File: src/rtl/irq_capture_pkg.sv
package irq_capture_pkg;
  typedef enum logic {
    TRIG_EDGE  = 1'b0,
    TRIG_LEVEL = 1'b1
  } trig_mode_e;
endpackage

File: src/rtl/irq_sync.sv
module irq_sync #(
  parameter int unsigned WIDTH  = 8,
  parameter int unsigned STAGES = 2
) (
  input  logic             clk_i,
  input  logic             rst_ni,
  input  logic [WIDTH-1:0] d_i,
  output logic [WIDTH-1:0] q_o
);
  logic [WIDTH-1:0] stage_q [STAGES];

  always_ff @(posedge clk_i or negedge rst_ni) begin
    if (!rst_ni) begin
      for (int s = 0; s < STAGES; s++) stage_q[s] <= '0;
    end else begin
      stage_q[0] <= d_i;
      for (int s = 1; s < STAGES; s++) stage_q[s] <= stage_q[s-1];
    end
  end

  assign q_o = stage_q[STAGES-1];
endmodule

File: src/rtl/irq_line_cell.sv
module irq_line_cell
  import irq_capture_pkg::*;
(
  input  logic       clk_i,
  input  logic       rst_ni,
  input  logic       line_i,
  input  trig_mode_e mode_i,
  input  logic       freeze_i,
  input  logic       clear_i,
  input  logic       init_i,
  output logic       req_o
);
  logic armed_q, req_q, hold;
  logic edge_set;

  assign hold     = freeze_i | init_i;
  assign edge_set = (mode_i == TRIG_EDGE) & armed_q & line_i & ~hold & ~clear_i;

  // armed_q: line has been seen low since the last edge-mode capture
  always_ff @(posedge clk_i or negedge rst_ni) begin
    if (!rst_ni)       armed_q <= 1'b0;
    else if (init_i)   armed_q <= 1'b0;
    else if (!line_i)  armed_q <= 1'b1;
    else if (edge_set) armed_q <= 1'b0;
  end

  always_ff @(posedge clk_i or negedge rst_ni) begin
    if (!rst_ni)                    req_q <= 1'b0;
    else if (clear_i)               req_q <= 1'b0;
    else if (hold)                  req_q <= req_q;
    else if (mode_i == TRIG_LEVEL)  req_q <= line_i;
    else if (edge_set)              req_q <= 1'b1;
  end

  assign req_o = req_q;
endmodule

File: src/rtl/irq_mask_reg.sv
module irq_mask_reg #(
  parameter int unsigned WIDTH = 8
) (
  input  logic             clk_i,
  input  logic             rst_ni,
  input  logic             init_i,
  input  logic             we_i,
  input  logic [WIDTH-1:0] data_i,
  output logic [WIDTH-1:0] mask_o
);
  logic [WIDTH-1:0] mask_q;

  always_ff @(posedge clk_i or negedge rst_ni) begin
    if (!rst_ni)    mask_q <= '0;
    else if (init_i) mask_q <= '0;
    else if (we_i)   mask_q <= data_i;
  end

  assign mask_o = mask_q;
endmodule

File: src/rtl/irq_capture.sv
module irq_capture
  import irq_capture_pkg::*;
#(
  parameter int unsigned NUM_LINES   = 8,
  parameter int unsigned SYNC_STAGES = 2,
  localparam int unsigned LVL_W      = (NUM_LINES > 1) ? $clog2(NUM_LINES) : 1
) (
  input  logic                 clk_i,
  input  logic                 rst_ni,
  input  logic [NUM_LINES-1:0] irq_i,
  input  logic                 level_mode_i,
  input  logic                 init_i,
  input  logic                 mask_we_i,
  input  logic [NUM_LINES-1:0] mask_data_i,
  input  logic                 ack_i,
  input  logic [LVL_W-1:0]     ack_level_i,
  output logic [NUM_LINES-1:0] req_raw_o,
  output logic [NUM_LINES-1:0] req_masked_o,
  output logic [NUM_LINES-1:0] mask_o
);
  logic [NUM_LINES-1:0] line_sync;
  logic [NUM_LINES-1:0] clr_vec;
  logic [NUM_LINES-1:0] req_vec;
  trig_mode_e           mode;

  assign mode    = trig_mode_e'(level_mode_i);
  assign clr_vec = ack_i ? (NUM_LINES'(1) << ack_level_i) : '0;

  irq_sync #(.WIDTH(NUM_LINES), .STAGES(SYNC_STAGES)) i_sync (
    .clk_i  (clk_i),
    .rst_ni (rst_ni),
    .d_i    (irq_i),
    .q_o    (line_sync)
  );

  for (genvar n = 0; n < NUM_LINES; n++) begin : g_line
    irq_line_cell i_cell (
      .clk_i    (clk_i),
      .rst_ni   (rst_ni),
      .line_i   (line_sync[n]),
      .mode_i   (mode),
      .freeze_i (ack_i),
      .clear_i  (clr_vec[n]),
      .init_i   (init_i),
      .req_o    (req_vec[n])
    );
  end

  irq_mask_reg #(.WIDTH(NUM_LINES)) i_mask (
    .clk_i  (clk_i),
    .rst_ni (rst_ni),
    .init_i (init_i),
    .we_i   (mask_we_i),
    .data_i (mask_data_i),
    .mask_o (mask_o)
  );

  assign req_raw_o    = req_vec;
  assign req_masked_o = req_vec & ~mask_o;
endmodule

File: config.mk
export PLATFORM = sky130hd
export DESIGN_NAME = irq_capture
export DESIGN_NICKNAME = d
export VERILOG_FILES = /design/src/rtl/irq_capture_pkg.sv /design/src/rtl/irq_sync.sv /design/src/rtl/irq_line_cell.sv /design/src/rtl/irq_mask_reg.sv /design/src/rtl/irq_capture.sv
export SDC_FILE = /design/constraint.sdc
export NUM_CORES = 1
export LEC_CHECK = 0
export BUFFER_PORTS_ARGS = -buffer_cell sky130_fd_sc_hd__buf_2
export CAP_MARGIN = 20
export CORE_MARGIN = 2
export CORE_UTILIZATION = 25
export CTS_CLUSTER_SIZE = 30
export DETAILED_ROUTE_END_ITERATION = 8
export SLEW_MARGIN = 25
export SYNTH_ARGS = -nofsm -noshare
export SYNTH_HDL_FRONTEND = slang
export SYNTH_HIERARCHICAL = 1
export SYNTH_SLANG_ARGS = --single-unit
File: constraint.sdc
create_clock -name clk_i -period 1 [get_ports clk_i]
set_input_delay 0.15 -clock clk_i [delete_from_list [all_inputs] [get_ports clk_i]]
set_output_delay 0.15 -clock clk_i [all_outputs]
set_load 0.03 [all_outputs]
==> flow_metrics.env, run 1 <==
export IMPL_status="complete, but fails checks"
export IMPL_violations="negative setup slack"
export IMPL_syn_area_um2=1700
export IMPL_cts_tree="built"
export IMPL_clkPwrFrac_pct=26.1
export IMPL_swShare_pct=29.5
export IMPL_fin_skew_ps=8.69
export IMPL_place_port_buffers=48
export IMPL_drc=0
export IMPL_clk_latency_ps=290
export IMPL_die_area_um2=7490
export IMPL_clock_path_buffers=2
export IMPL_n_fill_cell=653
export IMPL_ir_drop_mv=0.539
export IMPL_rsz0062_at_grt="true"
export IMPL_clock_fmax_mhz=869
export IMPL_max_slew_margin_pct=74.1
export IMPL_power_density_nw_per_um2=1550
export IMPL_yosys_warnings=6
export IMPL_max_stage_delay_ps=420
export IMPL_layout_nets=248
export IMPL_worst_pin_slew_ps=389
export IMPL_ys_top_cells_by_area="dfrtp_1 59%, mux2i_1 4.7%, or4b_1 4.7%"
export IMPL_p_sw_mw=1.24
export IMPL_yosysUniqueCellTypes=17
export IMPL_cts_buffers_inserted=5
export IMPL_gp_congestion=0.753
export IMPL_clk_pin_slew_ps=80
export IMPL_pwr_share_comb_pct=29.8
export IMPL_final_hold_viol_count=0
export IMPL_coreArea_um2=6680
export IMPL_finalMaxSlewViolations=0
export IMPL_cap_violations=0
export IMPL_first_global_vias=1340
export IMPL_slowest_stage="dfrtp_1"
export IMPL_drt_iter0_markers=46
export IMPL_worst_setup_path_start_kind="flip-flop"
export IMPL_ant_nets=0
export IMPL_synth_cells=138
export IMPL_dr_pass1_iters=4
export IMPL_intPower_mw=2.97
export IMPL_start_util_pct=25.5
export IMPL_p_leak_nw=1.27
export IMPL_clockRootBuffer="clkbuf_8"
export IMPL_grt_pass1_wl_um=6580
export IMPL_clock_sinks=40
export IMPL_setup_ws_ps=-151
export IMPL_antenna_found_initial=0
export IMPL_ys_ff_latch=40
export IMPL_min_period_ps=1150
export IMPL_antenna_cells=0
export IMPL_htree_num_levels=2
export IMPL_path_cells="nor2b_4 > buf_6"
export IMPL_dieWidth_um=86.5
export IMPL_seq_area_frac_synth_pct=58.8
export IMPL_synth_nets=163
export IMPL_syn_to_final_growth_pct=59.1
export IMPL_worstPathRequired_ps=850
export IMPL_grt_usage_pct=11.3
export IMPL_drive_gt1_share_pct=52.7
export IMPL_synth_top_area_share_pct=58.8
export IMPL_wirelength_um=4190
export IMPL_grt_ovfl_total=0
export IMPL_dr_total_vias=1380
export IMPL_finalSetupViolations=27
export IMPL_hp_class="in2reg"
export IMPL_io_pin_count=49
export IMPL_hpwl_um=2560
export IMPL_crit_arrival_ps=1000
export IMPL_avgSynthCellArea_um2=12.3
export IMPL_tns_ps=-1820
export IMPL_whs_ps=102
export IMPL_grt_max_degree=41
export IMPL_routed_via_density=4.54
export IMPL_die_y_um=86.5
export IMPL_fin_crit_sh_pct=115
export IMPL_crit_fanout=3
export IMPL_pwr_share_seq_pct=44.1
export IMPL_dp_worst_setup_slack_ps=-315
export IMPL_end_kind="output pin"
export IMPL_synth_area_leader_cell="dfrtp_1"
export IMPL_wl_per_cell_um=13.8
export IMPL_rows=30
export IMPL_path_class="reg2out"
worst max-delay path, delay by kind of cell, from the launching register on:
kind                   cells  cell delay, ps
flip-flops                 1             420
AND/OR/NAND/NOR            1             170
buffers and inverters      1             130
cell families (layout without fill, tap and decap cells):
family	after synthesis	count (layout)	share of synthesized area [%]
flip-flops	40	40	58.8
multiplexers	8	8	4.70
buffers and inverters	18	104	6.17
AO/OA/AOI/OAI	24	24	9.99
AND/OR/NAND/NOR	48	48	20.4
state kept, by name, summed over array words and instances (netlist names):
name                   flops
i_sync/stage_q             8
i_sync/q_o                 8
g_line.i_cell/armed_q      8
g_line.i_cell/req_o        8
i_mask/mask_o              8
per-layer routing:
metal | vias up | share of wire (%) | GRT usage (%)
li1 | 666 | - | -
met1 | 674 | 45 | 14.7
met5 | - | 0 | 0
met2 | 40 | 51 | 18.6
met4 | 0 | 0 | 2.98
met3 | 0 | 4.0 | 3.05
power groups by stage:
stage | Combinational (mW) | Sequential (mW) | Clock, mW
finish | 1.25 | 1.86 | 1.10
floorplan | 0.403 | 2.01 | 0
global route | 1.34 | 1.87 | 1.22
CTS | 1.15 | 1.85 | 1.14
global placement | 0.856 | 1.88 | 0
detailed placement | 0.862 | 1.88 | 0
Yosys cell counts:
cell type  number
buf_1           1
nor2_1         16
o31ai_1         8
and4bb_2        3
and4b_2         3
a21oi_1         8
nor4b_2         1
inv_1           8
mux2i_1         8
buf_6           1
buf_4           8
nor3b_1         8
and4_2          1
dfrtp_1        40
nor2b_1         8
o32ai_1         8
or4b_1          8
placed cells by master, fill, tap and decap left out:
cell / n
nor2_1: 16
nor3b_1: 8
nor2b_4: 8
buf_4: 27
or4b_1: 1
dfrtp_1: 38
buf_12: 1
buf_2: 23
and4_2: 1
buf_6: 28
or4b_4: 7
clkbuf_8: 6
dfrtp_2: 2
a21oi_1: 8
o31ai_1: 8
nor4b_2: 1
inv_1: 8
and4b_2: 3
dlygate4sd3_1: 9
clkbuf_1: 2
mux2i_1: 8
and4bb_2: 3
o32ai_2: 8
final timing paths:
check,startpoint,endpoint,slack [ps],cells after the start
setup reg to reg,i_sync/q_o[7],g_line[7].i_cell/req_o,-30,2
max in group asynchronous,rst_ni,i_mask/mask_o[1],420,3
setup / recovery,g_line[1].i_cell/req_o,req_masked_o[1],-150,2
min in group asynchronous,rst_ni,g_line[2].i_cell/armed_q,360,3
hold reg to reg,i_sync/stage_q[11],i_sync/q_o[3],340,0
hold / removal,mask_data_i[6],i_mask/mask_o[6],100,3
final cells by class:
class	count	area (um2)	area share, %
Clock buffer	8	90.1	3.32
Inverter	8	30.0	1.11
Multi-Input combinational cell	80	743	27.4
Sequential cell	40	1000	37.0
Tap cell	80	100	3.69
Timing Repair Buffer	88	743	27.4
through the flow:
stage               cell area [um2]  util [%]  cells  total power, mW
floorplan                      1760         -    138             2.41
detailed placement             2180      32.6    274             2.74
CTS                            2570      38.5    298             4.14
global route                   2710      40.6    304             4.44
global placement               2180      32.6    274             2.74
finish                         2710      40.6    304             4.21
timing repair:
item,CTS,global route
setup endpoints to repair,28,32
hold buffers,9,0
setup buffers,7,6
resized for setup,50,20
endpoints found under the hold margin,48,0
No activity file was read; power rests on OpenSTA's default activity.
==> run 2: changes to the inputs <==
--- a/config.mk
+++ b/config.mk
@@ -11,6 +11,8 @@
 export CORE_UTILIZATION = 25
 export CTS_CLUSTER_SIZE = 30
 export DETAILED_ROUTE_END_ITERATION = 8
+export PLACE_DENSITY = 0.51
+export SETUP_SLACK_MARGIN = 0.4
 export SLEW_MARGIN = 25
 export SYNTH_ARGS = -nofsm -noshare
 export SYNTH_HDL_FRONTEND = slang
==> flow_metrics.env, run 2 (same netlist as run 1, synthesis figures left out) <==
export IMPL_hpwl_um=2690
export IMPL_layout_commonest_cell="buf_6"
export IMPL_ir_drop_mv=1.30
export IMPL_violations="negative setup slack"
export IMPL_die_area_um2=7490
export IMPL_worstPathRequired_ps=850
export IMPL_wl_met3_um=151
export IMPL_hp_class="in2reg"
export IMPL_routed_via_density=4.63
export IMPL_crit_buf_inv=1
export IMPL_ant_nets=0
export IMPL_dieWidth_um=86.5
export IMPL_critical_path_top_delay_family="flip-flops"
export IMPL_wl_per_cell_um=14.5
export IMPL_pwr_share_seq_pct=41.0
export IMPL_swShare_pct=29.6
export IMPL_dr_pass1_iters=4
export IMPL_clock_sinks=40
export IMPL_clk_pin_slew_ps=90
export IMPL_grt_ovfl_total=0
export IMPL_wl_met2_um=2260
export IMPL_path_cells="nor2b_4 > buf_6"
export IMPL_end_kind="output pin"
export IMPL_fin_skew_ps=12.9
export IMPL_n_fill_cell=616
export IMPL_rsz0062_at_grt="true"
export IMPL_power_density_nw_per_um2=1530
export IMPL_pwr_share_comb_pct=29.6
export IMPL_antenna_found_initial=0
export IMPL_max_slew_margin_pct=73.5
export IMPL_fin_cells=309
export IMPL_path_class="reg2out"
export IMPL_dp_worst_setup_slack_ps=-306
export IMPL_grt_usage_pct=12.5
export IMPL_intPower_mw=3.23
export IMPL_io_pin_count=49
export IMPL_min_period_ps=1160
export IMPL_slowest_stage="dfrtp_1"
export IMPL_drt_iter0_markers=81
export IMPL_first_global_vias=1453
export IMPL_cts_buffers_inserted=5
export IMPL_dp_cells=277
export IMPL_grt_pass1_wl_um=7260
export IMPL_crit_fanout=3
export IMPL_fin_crit_sh_pct=116
export IMPL_crit_arrival_ps=1010
export IMPL_finalSetupViolations=31
export IMPL_placed_area_um2=2220
export IMPL_coreArea_um2=6680
export IMPL_gp_congestion=0.707
export IMPL_start_util_pct=25.5
export IMPL_antenna_cells=0
export IMPL_rows=30
export IMPL_tns_ps=-2060
export IMPL_drc=0
export IMPL_clk_latency_ps=300
export IMPL_final_hold_viol_count=0
export IMPL_drive_gt1_share_pct=62.4
export IMPL_setup_ws_ps=-160
export IMPL_routed_top_layer="met4"
export IMPL_clock_fmax_mhz=862
export IMPL_place_port_buffers=48
export IMPL_finalMaxSlewViolations=0
export IMPL_cts_tree="built"
export IMPL_clock_path_buffers=2
export IMPL_clkPwrFrac_pct=29.4
export IMPL_p_sw_mw=1.36
export IMPL_grt_max_degree=41
export IMPL_htree_num_levels=2
export IMPL_status="complete, but fails checks"
export IMPL_worst_setup_path_start_kind="flip-flop"
export IMPL_cap_violations=0
export IMPL_final_cell_mix="40 x buf_6, 30 x dfrtp_1, 20 x buf_2, 18 x buf_4, 16 x nor2_1"
export IMPL_max_stage_delay_ps=420
export IMPL_clockRootBuffer="clkbuf_8"
export IMPL_fin_area_um2=3010
export IMPL_dr_total_vias=1431
export IMPL_finalPower_mw=4.60
export IMPL_die_y_um=86.5
export IMPL_layout_nets=253
export IMPL_p_leak_nw=1.34
export IMPL_syn_to_final_growth_pct=76.8
export IMPL_routedLengthMet1_um=1990
export IMPL_worst_pin_slew_ps=398
export IMPL_wirelength_um=4470
[run 2: changes by cell type in the layout (fill, tap and decap cells not counted), sizes merged]
cell	before	now
clkbuf	8	7
buf	79	82
inv	8	9
clkinvlp	0	1
bufinv	0	1
[run 2: final cells by class]
class                           instances  area (um2)  share of cell area (%)
Clock inverter                          3        46.3                    1.54
Tap cell                               80         100                    3.33
Clock buffer                            5        68.8                    2.29
Sequential cell                        40        1010                    33.7
Inverter                                8        30.0                   0.998
Timing Repair Buffer                   93         878                    29.2
Multi-Input combinational cell         80         873                    29.0
[run 2: timing repair]
| action | CTS | global route |
|---|---|---|
| pin swaps | 11 | 9 |
| endpoints found under the setup margin | 48 | 60 |
| hold buffers | 6 | 3 |
| gates resized for setup | 85 | 26 |
| gates cloned | 0 | 1 |
| endpoints found under the hold margin | 48 | 3 |
| buffers inserted | 6 | 8 |
[run 2: worst register-to-register path, delay by kind of cell (launching register included)]
| kind | cells | cell delay (ps) |
|---|---|---|
| AO/OA/AOI/OAI | 1 | 100 |
| flip-flops | 1 | 400 |
| AND/OR/NAND/NOR | 1 | 460 |
[run 2: worst paths after layout]
check / cells after the start / endpoint / slack, ps / start
max: 2 / req_masked_o[1] / -160 / g_line[1].i_cell/req_o
min: 3 / i_mask/mask_o[1] / 110 / mask_data_i[1]
max reg2reg: 2 / g_line[6].i_cell/req_o / -60 / i_sync/q_o[6]
min reg2reg: 0 / i_sync/q_o[5] / 340 / i_sync/stage_q[13]
max in group asynchronous: 3 / i_sync/q_o[7] / 470 / rst_ni
min in group asynchronous: 3 / g_line[6].i_cell/armed_q / 380 / rst_ni
[run 2: routing by layer]
metal / vias up / track usage, %
met5: - / 0
met4: 0 / 4.83
met3: 7 / 2.95
met2: 37 / 20.0
met1: 707 / 16.5
li1: 680 / -
[run 2: power by group through the flow]
stage | sequential (mW) | clock (mW) | combinational [mW]
floorplan | 2.01 | 0 | 0.406
global placement | 1.89 | 0 | 0.873
detailed placement | 1.89 | 0 | 0.880
CTS | 1.88 | 1.41 | 1.21
global route | 1.90 | 1.48 | 1.45
finish | 1.88 | 1.35 | 1.36
[run 2: through the flow]
stage / hold WS (ps) / util (%)
finish: 106 / 45.1
global route: 106 / 45.1
CTS: -46.5 / 41.7
detailed placement: 141 / 33.2
global placement: 135 / 33.2
floorplan: -146 / -
